<file path="config.mk">
export PLATFORM = sky130hd
export DESIGN_NAME = mch_hash_core
export DESIGN_NICKNAME = d
export VERILOG_FILES = /design/src/rtl/mch_pkg.sv /design/src/rtl/mch_ctrl.sv /design/src/rtl/mch_datapath.sv /design/src/rtl/mch_hash_core.sv
export SDC_FILE = /design/constraint.sdc
export NUM_CORES = 1
export LEC_CHECK = 0
export ABC_CLOCK_PERIOD_IN_PS = 2300
export BUFFER_PORTS_ARGS = -buffer_cell sky130_fd_sc_hd__buf_2
export CAP_MARGIN = 10
export CORE_MARGIN = 2
export CORE_UTILIZATION = 51
export DETAILED_ROUTE_END_ITERATION = 6
export GPL_TIMING_DRIVEN = 0
export MAX_ROUTING_LAYER = met4
export PLACE_DENSITY = 0.8
export SLEW_MARGIN = 5
export SYNTH_ARGS = -nofsm -noshare
export SYNTH_HDL_FRONTEND = slang
export SYNTH_SLANG_ARGS = --single-unit
</file>
<file path="constraint.sdc">
create_clock -name clk -period 2.3 [get_ports clk]
set_input_delay 0.345 -clock clk [delete_from_list [all_inputs] [get_ports clk]]
set_output_delay 0.345 -clock clk [all_outputs]
set_load 0.05 [all_outputs]
</file>
<file path="src/rtl/mch_pkg.sv">
package mch_pkg;
  localparam int NUM_ENG    = 4;
  localparam int CRC_W      = 8;
  localparam int CHAL_W     = NUM_ENG * CRC_W;
  localparam int LANE_SEL_W = $clog2(NUM_ENG);
  localparam int LANE_IDX_W = $clog2(CRC_W);
  localparam int IDX_W      = LANE_SEL_W + LANE_IDX_W;
  localparam int TAP_W      = CRC_W - LANE_SEL_W;

  typedef struct packed {
    logic             loadSeed;
    logic             capture;
    logic             step;
    logic [IDX_W-1:0] bitIdx;
  } mch_strobe_t;
endpackage

</file>
<file path="src/rtl/mch_ctrl.sv">
module mch_ctrl
  import mch_pkg::*;
(
  input  logic        clk,
  input  logic        rstN,
  input  logic        start,
  input  logic        loadSeed,
  output mch_strobe_t strobe,
  output logic        done
);
  localparam logic [IDX_W-1:0] LAST_IDX = IDX_W'(CHAL_W - 1);

  logic             running;
  logic [IDX_W-1:0] cnt;

  always_comb begin
    strobe.loadSeed = loadSeed & ~running;
    strobe.capture  = start & ~running;
    strobe.step     = running;
    strobe.bitIdx   = cnt;
  end

  always_ff @(posedge clk or negedge rstN) begin
    if (!rstN) begin
      running <= 1'b0;
      cnt     <= '0;
      done    <= 1'b0;
    end else begin
      done <= 1'b0;
      if (running) begin
        cnt <= cnt + 1'b1;
        if (cnt == LAST_IDX) begin
          running <= 1'b0;
          done    <= 1'b1;
        end
      end else if (start) begin
        running <= 1'b1;
        cnt     <= '0;
      end
    end
  end

  // done is a single-cycle pulse
  a_r3_single_pulse: assert property (@(posedge clk) disable iff (!rstN)
    done |=> !done);

  // no new capture can follow an edge where a step was taken, except after the final step
  a_r8_no_restart_midrun: assert property (@(posedge clk) disable iff (!rstN)
    (strobe.step && cnt != LAST_IDX) |=> !strobe.capture && !strobe.loadSeed);
endmodule

</file>
<file path="src/rtl/mch_datapath.sv">
module mch_datapath
  import mch_pkg::*;
(
  input  logic              clk,
  input  logic              rstN,
  input  mch_strobe_t       strobe,
  input  logic [CHAL_W-1:0] challenge,
  input  logic [CHAL_W-1:0] funcKey,
  input  logic [CHAL_W-1:0] seedKey,
  output logic [CRC_W-1:0]  result
);
  localparam logic [CRC_W-1:0] TAP_MASK = CRC_W'(((1 << TAP_W) - 1) & ~1);

  logic [CHAL_W-1:0]              chalReg;
  logic [CHAL_W-1:0]              keyReg;
  logic [NUM_ENG-1:0][CRC_W-1:0]  engOut;

  always_ff @(posedge clk or negedge rstN) begin
    if (!rstN) begin
      chalReg <= '0;
      keyReg  <= '0;
    end else if (strobe.capture) begin
      chalReg <= challenge;
      keyReg  <= funcKey;
    end
  end

  for (genvar e = 0; e < NUM_ENG; e++) begin : g_eng
    logic [CRC_W-1:0]      keyByte;
    logic [CRC_W-1:0]      poly;
    logic [LANE_SEL_W-1:0] lane;
    logic                  inBit;
    logic                  fb;
    logic [CRC_W-1:0]      crc;
    logic [CRC_W-1:0]      crcNext;

    always_comb begin
      keyByte = keyReg[e*CRC_W +: CRC_W];
      poly    = (keyByte & TAP_MASK) | CRC_W'(1);
      lane    = keyByte[CRC_W-1 -: LANE_SEL_W] + strobe.bitIdx[IDX_W-1 -: LANE_SEL_W];
      inBit   = chalReg[{lane, ~strobe.bitIdx[LANE_IDX_W-1:0]}];
      fb      = crc[CRC_W-1] ^ inBit;
      crcNext = {crc[CRC_W-2:0], 1'b0} ^ (fb ? poly : '0);
    end

    always_ff @(posedge clk or negedge rstN) begin
      if (!rstN)                crc <= '0;
      else if (strobe.loadSeed) crc <= seedKey[e*CRC_W +: CRC_W];
      else if (strobe.step)     crc <= crcNext;
    end

    assign engOut[e] = crc;

    // a seed load presets this register from its seed byte
    a_r2_seed_byte: assert property (@(posedge clk) disable iff (!rstN)
      strobe.loadSeed |=> engOut[e] == $past(seedKey[e*CRC_W +: CRC_W]));
  end

  always_comb begin
    result = '0;
    for (int e = 0; e < NUM_ENG; e++) result ^= engOut[e];
  end

  // captured challenge and key hold for the whole run
  a_r9_operands_held: assert property (@(posedge clk) disable iff (!rstN)
    strobe.step |=> $stable(chalReg) && $stable(keyReg));

  // registers keep their value when neither loading nor stepping
  a_r6_idle_hold: assert property (@(posedge clk) disable iff (!rstN)
    (!strobe.loadSeed && !strobe.step) |=> $stable(engOut));
endmodule

</file>
<file path="src/rtl/mch_hash_core.sv">
module mch_hash_core
  import mch_pkg::*;
(
  input  logic              clk,
  input  logic              rstN,
  input  logic              loadSeed,
  input  logic              start,
  input  logic [CHAL_W-1:0] challenge,
  input  logic [CHAL_W-1:0] funcKey,
  input  logic [CHAL_W-1:0] seedKey,
  output logic              done,
  output logic [CRC_W-1:0]  result
);
  mch_strobe_t strobe;

  mch_ctrl u_ctrl (
    .clk      (clk),
    .rstN     (rstN),
    .start    (start),
    .loadSeed (loadSeed),
    .strobe   (strobe),
    .done     (done)
  );

  mch_datapath u_dp (
    .clk       (clk),
    .rstN      (rstN),
    .strobe    (strobe),
    .challenge (challenge),
    .funcKey   (funcKey),
    .seedKey   (seedKey),
    .result    (result)
  );

  logic [IDX_W:0] stepRun;
  always_ff @(posedge clk or negedge rstN) begin
    if (!rstN)              stepRun <= '0;
    else if (strobe.capture) stepRun <= '0;
    else if (strobe.step)    stepRun <= stepRun + 1'b1;
  end

  // done follows exactly CHAL_W consecutive steps
  a_r3_thirty_two_steps: assert property (@(posedge clk) disable iff (!rstN)
    done |-> stepRun == (IDX_W+1)'(CHAL_W) && $past(strobe.step));
endmodule

</file>
==> results_dict.tcl, run 1 <==
set metrics [dict create \
    crit_arrival_ns 2.70 \
    rrSetupSlack_ns -0.15 \
    hold_class "in -> reg" \
    cpMaxStageDelayCell "mux4_2" \
    crit_required_ns 2.54 \
    die-height_um 111.7 \
    viasPerCell 6.076 \
    fill_cells 914 \
    fp.dieW_um 111.7 \
    routedWlPerCell_um 19.14 \
    antenna_found_initial 0 \
    finalSetupViolCount 24 \
    num_io_pins 109 \
    criticalPathCategory "reg -> reg" \
    drive_above_1_share_pct 36.87 \
    ys_seq_area_share_pct 41.91 \
    area_growth_syn_to_layout_pct 19.67 \
    dp_hpwl_um 11300 \
    cp_cell_sequence "buf_6 -> mux4_2 -> mux2_4 -> mux4_2 -> buf_6 -> a21oi_2 -> nor3_1" \
    ys_types 29 \
    max-cap-violations 0 \
    nNetsFinal 790 \
    r2r_start "u_ctrl.cnt[0]" \
    clk_pin_slew_worst_paths_ns 0.08 \
    syn_area_um2 5911 \
    ys_ff_latch 99 \
    layout_common_cells "buf_2, dfrtp_1, mux2_2" \
    violations "negative setup slack" \
    min_path_cells 2 \
    hold_viol 0 \
    via_count 5061 \
    clock_latency_ns 0.36 \
    period_share_pct 106.7 \
    initial_utilization_pct 51.99 \
    mostFrequentLayoutCell "buf_2" \
    cts_sinks 99 \
    initialDrtViolationCount 584 \
    setup_slack_ns -0.1546 \
    cp-end-kind "flip-flop" \
    coreArea_um2 11370 \
    fin_crit_ns 2.455 \
    fin_worst_skew_ns 0.006951 \
    fmax_mhz 407.4 \
    grt_max_degree 66 \
    cts-root-buf "clkbuf_16" \
    r2r_cells 7 \
    rsz0062_at_grt "yes" \
    rows 39 \
    cts_buffer_depth 2 \
    avgSynthCellArea_um2 10.50 \
    synthCells 563 \
    maxSlewViolCount 0 \
    grt-ovfl-total 0 \
    grtUsageTotal_pct 27.31 \
    drc_errors 0 \
    die_area_um2 12470 \
    hp-start "challenge[12]" \
    first_global_vias 5199 \
    worst_pin_slew_ns 0.7882 \
    max_slew_margin_pct 47.45 \
    cts_buffers 9 \
    grt_first_pass_wirelength_um 26100 \
    drtAntennaViolNets 0 \
    portBuffers 103 \
    crit_path_max_fanout 6 \
    min_to "u_dp.chalReg[12]" \
    r2r-end "u_dp.g_eng[0].crc[2]" \
    wl_um 15940 \
    status "finished, violations left" \
    htree_levels 3 \
    slowest_delay_ns 0.61 \
    dr.pass1.iters 6 \
    synth_warnings 0 \
    synth_fp_nets 669 \
    fin_util_pct 62.21 \
    place_congestion 0.8803 \
    cts_tree "built" \
    cp-start-kind "flip-flop" \
]
cell usage after synthesis (all sizes together):
master	instances	area, µm²
and2	1	6.260
xor2	12	105.1
nand4	20	125.1
buf	7	38.79
o21ai	33	165.2
inv	1	3.750
nor2b	6	37.54
nor2	41	153.9
and3	1	6.260
mux2i	12	120.1
mux2	85	964.7
mux4	16	386.6
a211oi	4	30.03
nand2b	3	18.77
ha	6	75.07
nand2	52	195.2
a21o	1	7.510
nand3b	20	150.1
nand4b	20	175.2
nor3	20	100.1
nand3	1	5.000
a21oi	44	220.2
dfrtp	99	2477
xnor2	25	219.0
clkbuf	33	123.9
cell type report:
| class | instances | area, µm² | area share [%] |
|---|---|---|---|
| Multi-Input combinational cell | 423 | 3346 | 47.30 |
| Sequential cell | 99 | 2477 | 35.03 |
| Timing Repair Buffer | 110 | 604.3 | 8.544 |
| Clock buffer | 9 | 225.2 | 3.184 |
| Tap cell | 143 | 178.9 | 2.530 |
| Buffer | 40 | 163.9 | 2.317 |
| Clock inverter | 7 | 71.32 | 1.008 |
| Inverter | 1 | 3.754 | 0.05307 |
| Antenna cell | 1 | 2.502 | 0.03538 |
per-stage QoR:
step / instances / TNS (ns) / hold WS, ns / setup slack (ns) / area [µm²]
3_5_place_dp: 810 / -4.746 / 0.3410 / -0.2419 / 6635
4_1_cts: 829 / -1.635 / 0.2026 / -0.1208 / 6962
6_report: 833 / -2.121 / 0.2130 / -0.1546 / 7073
3_3_place_gp: 809 / -16.84 / 0.4821 / -0.2206 / 6605
5_1_grt: 832 / -3.853 / 0.1959 / -0.2299 / 7071
2_1_floorplan: 563 / 0 / 0.04941 / 0.08684 / 5911
logic make-up after synthesis:
| family | Yosys count | share of synthesized area (%) |
|---|---|---|
| AND/OR/NAND/NOR | 185 | 16.47 |
| multiplexers | 113 | 24.89 |
| flip-flops | 99 | 41.91 |
| AO/OA/AOI/OAI | 82 | 7.155 |
| buffers and inverters | 41 | 2.815 |
| XOR/XNOR | 37 | 5.483 |
| adder cells (fa/ha/maj) | 6 | 1.270 |
state kept, by name, indices dropped and copies added (netlist names):
signal and count:
u_ctrl.done 1, u_dp.keyReg 28, u_dp.g_eng.crc 32, u_dp.chalReg 32
u_ctrl.running 1, u_ctrl.cnt 5
worst max-delay path: cells and delay by family, from the launching register on:
family / cells / cell delay (ns)
buffers and inverters: 2 / 0.34
and+or+nand+nor: 1 / 0.05
muxes: 3 / 1.44
AOI/OAI and AO/OA: 1 / 0.09
DFF: 1 / 0.41
how the worst max path moves through the flow:
stage / cells after the start / slack (ns) / endpoint / start
after global routing: 7 / -0.23 / u_dp.g_eng[2].crc[5] / u_ctrl.cnt[0]
after detailed placement: 6 / -0.24 / u_dp.g_eng[1].crc[0] / u_ctrl.cnt[2]
final: 7 / -0.15 / u_dp.g_eng[0].crc[2] / u_ctrl.cnt[0]
after CTS: 6 / -0.12 / u_dp.g_eng[1].crc[0] / u_ctrl.cnt[0]
after floorplan: 6 / 0.09 / u_dp.g_eng[0].crc[0] / u_ctrl.cnt[0]
after global placement: 6 / -0.22 / u_dp.g_eng[1].crc[0] / u_ctrl.cnt[2]
routing by layer:
layer,GRT usage [%],wire [µm],up-vias
met5,-,0,-
met2,43.76,7856,234
met3,6.696,1193,33
met1,34.85,6597,2514
met4,7.654,297,0
li1,-,-,2280
what timing repair did:
item / 4_1_cts / 5_1_grt
buffers inserted: 1 / 3
hold buffers: 1 / 0
resized for setup: 17 / 18
endpoints found under the setup margin: 24 / 24
pin swaps: 9 / 8
gates cloned: 1 / 0
hold endpoints to repair: 34 / 0
Power of run 1 is left out: the tool's default activity adds up to more than one toggle a clock period on the data nets, which glitch-free logic cannot reach.
==> inputs of run 2 (changes only) <==
Settings changed: CORE_UTILIZATION 51 to 52, CTS_BUF_LIST from default to sky130_fd_sc_hd__clkbuf_8, PLACE_DENSITY 0.8 to 0.81.
==> results_dict.tcl, run 2 (same netlist as run 1, synthesis figures left out) <==
set metrics [dict create \
    status "finished, violations left" \
    dp_hpwl_um 11350 \
    cp-start-kind "flip-flop" \
    slowest_delay_ns 0.62 \
    reg.largest.list "u_dp.chalReg (32), u_dp.g_eng.crc (32), u_dp.keyReg (28)" \
    die-height_um 110.6 \
    die_area_um2 12240 \
    fill_cells 887 \
    fin_crit_ns 2.454 \
    first_global_vias 5043 \
    period_share_pct 106.7 \
    hold_viol 0 \
    initialDrtViolationCount 428 \
    wl_um 15860 \
    cts_buffer_depth 2 \
    maxSlewViolCount 0 \
    multiInputGateArea_um2 3358 \
    mostFrequentLayoutCell "buf_2" \
    fmax_mhz 407.5 \
    area_growth_syn_to_layout_pct 18.01 \
    drive_above_1_share_pct 37.46 \
    violations "negative setup slack" \
    coreArea_um2 10980 \
    drtAntennaViolNets 0 \
    fin_worst_skew_ns 0.01366 \
    drc_errors 0 \
    cts_tree "built" \
    cp-end-kind "flip-flop" \
    finalSetupViolCount 24 \
    layout_common_cells "buf_2, dfrtp_1, mux2_2" \
    cts_buffers 9 \
    cp_cell_sequence "buf_8 -> mux4_2 -> mux2_4 -> mux4_2 -> xnor2_2 -> a21oi_1" \
    clk_pin_slew_worst_paths_ns 0.11 \
    cpMaxStageDelayCell "mux4_2" \
    placed_cell_area_um2 6631 \
    via_count 5022 \
    viasPerCell 6.065 \
    max-cap-violations 0 \
    place_congestion 0.9046 \
    hold_class "in -> reg" \
    nNetsFinal 787 \
    grt_max_degree 57 \
    grt_first_pass_wirelength_um 25730 \
    htree_levels 3 \
    seqCellArea_um2 2479 \
    crit_arrival_ns 2.72 \
    portBuffers 103 \
    cp_common_cell "mux4_2" \
    routedWlPerCell_um 19.16 \
    crit_path_max_fanout 6 \
    crit_required_ns 2.57 \
    max_slew_margin_pct 45.76 \
    initial_utilization_pct 53.82 \
    num_io_pins 109 \
    grtUsageTotal_pct 27.12 \
    rows 38 \
    cts_sinks 99 \
    clock_latency_ns 0.40 \
    cts-root-buf "clkbuf_8" \
    antenna_found_initial 2 \
    dr.pass1.iters 5 \
    fp.dieW_um 110.6 \
    criticalPathCategory "reg -> reg" \
    grt-ovfl-total 0 \
    rsz0062_at_grt "yes" \
    setup_slack_ns -0.1539 \
    worst_pin_slew_ns 0.8136 \
    postLayoutCellArea_um2 6975 \
]
-- run 2: cell count changes in the layout (fill, tap and decap cells not counted), sizes merged --
cell	previous run	this run
inv	4	5
diode	1	2
clkinv	2	3
clkinvlp	2	0
buf	116	115
clkbuf	42	40
-- run 2: path summary, 6_finish.rpt --
kind | startpoint | end | slack (ns) | cells after the start
setup / recovery | u_ctrl.cnt[0] | u_dp.g_eng[3].crc[0] | -0.15 | 6
hold / removal | funcKey[27] | u_dp.keyReg[27] | 0.17 | 2
setup reg to reg | u_ctrl.cnt[0] | u_dp.g_eng[3].crc[0] | -0.15 | 6
hold reg to reg | u_dp.chalReg[8] | u_dp.chalReg[8] | 0.52 | 1
max in group asynchronous | rstN | u_dp.keyReg[30] | 1.12 | 3
min in group asynchronous | rstN | u_dp.g_eng[3].crc[3] | 0.49 | 2
-- run 2: final cells by class --
class / count / area share (%)
tap: 140 / 2.511
multi-input combinational: 423 / 48.14
buffer: 38 / 2.296
sequential: 99 / 35.53
clock inverter: 7 / 1.166
antenna: 2 / 0.07175
timing repair buffer: 109 / 8.448
clock buffer: 9 / 1.776
inverter: 1 / 0.05381
-- run 2: stage by stage --
step,setup TNS [ns],utilization [%],instances,worst slack [ns],hold WS [ns]
finish,-1.965,63.51,828,-0.1539,0.1667
floorplan,0,-,563,0.08684,0.04941
CTS,-2.302,62.80,827,-0.1676,0.1508
detailed placement,-4.611,60.38,807,-0.2478,0.3955
global placement,-17.90,60.10,806,-0.2102,0.4814
global route,-3.108,63.51,828,-0.2207,0.1416
-- run 2: metal layers --
layer | GRT usage, % | up-vias | share of wire, % | wire (µm)
met2 | 44.01 | 272 | 50 | 7857
met5 | - | - | 0 | 0
met3 | 7.355 | 34 | 8.8 | 1394
met1 | 33.98 | 2442 | 40 | 6313
li1 | - | 2274 | - | -
met4 | 6.917 | 0 | 1.9 | 299
-- run 2: repair_timing --
item,in CTS,in global routing
pin swaps,16,10
cloned,1,0
buffers inserted,2,1
endpoints found under the hold margin,43,0
hold buffers,1,0
gates resized for setup,23,16
endpoints found under the setup margin,24,25
-- run 2: worst max-delay path: cells and delay by family (launching register included) --
family | cells | cell delay [ns]
buffers and inverters | 1 | 0.15
AOI/OAI and AO/OA | 1 | 0.08
muxes | 3 | 1.46
DFF | 1 | 0.44
xor gates and xnor gates | 1 | 0.19
Power of run 2 is left out for the same reason.
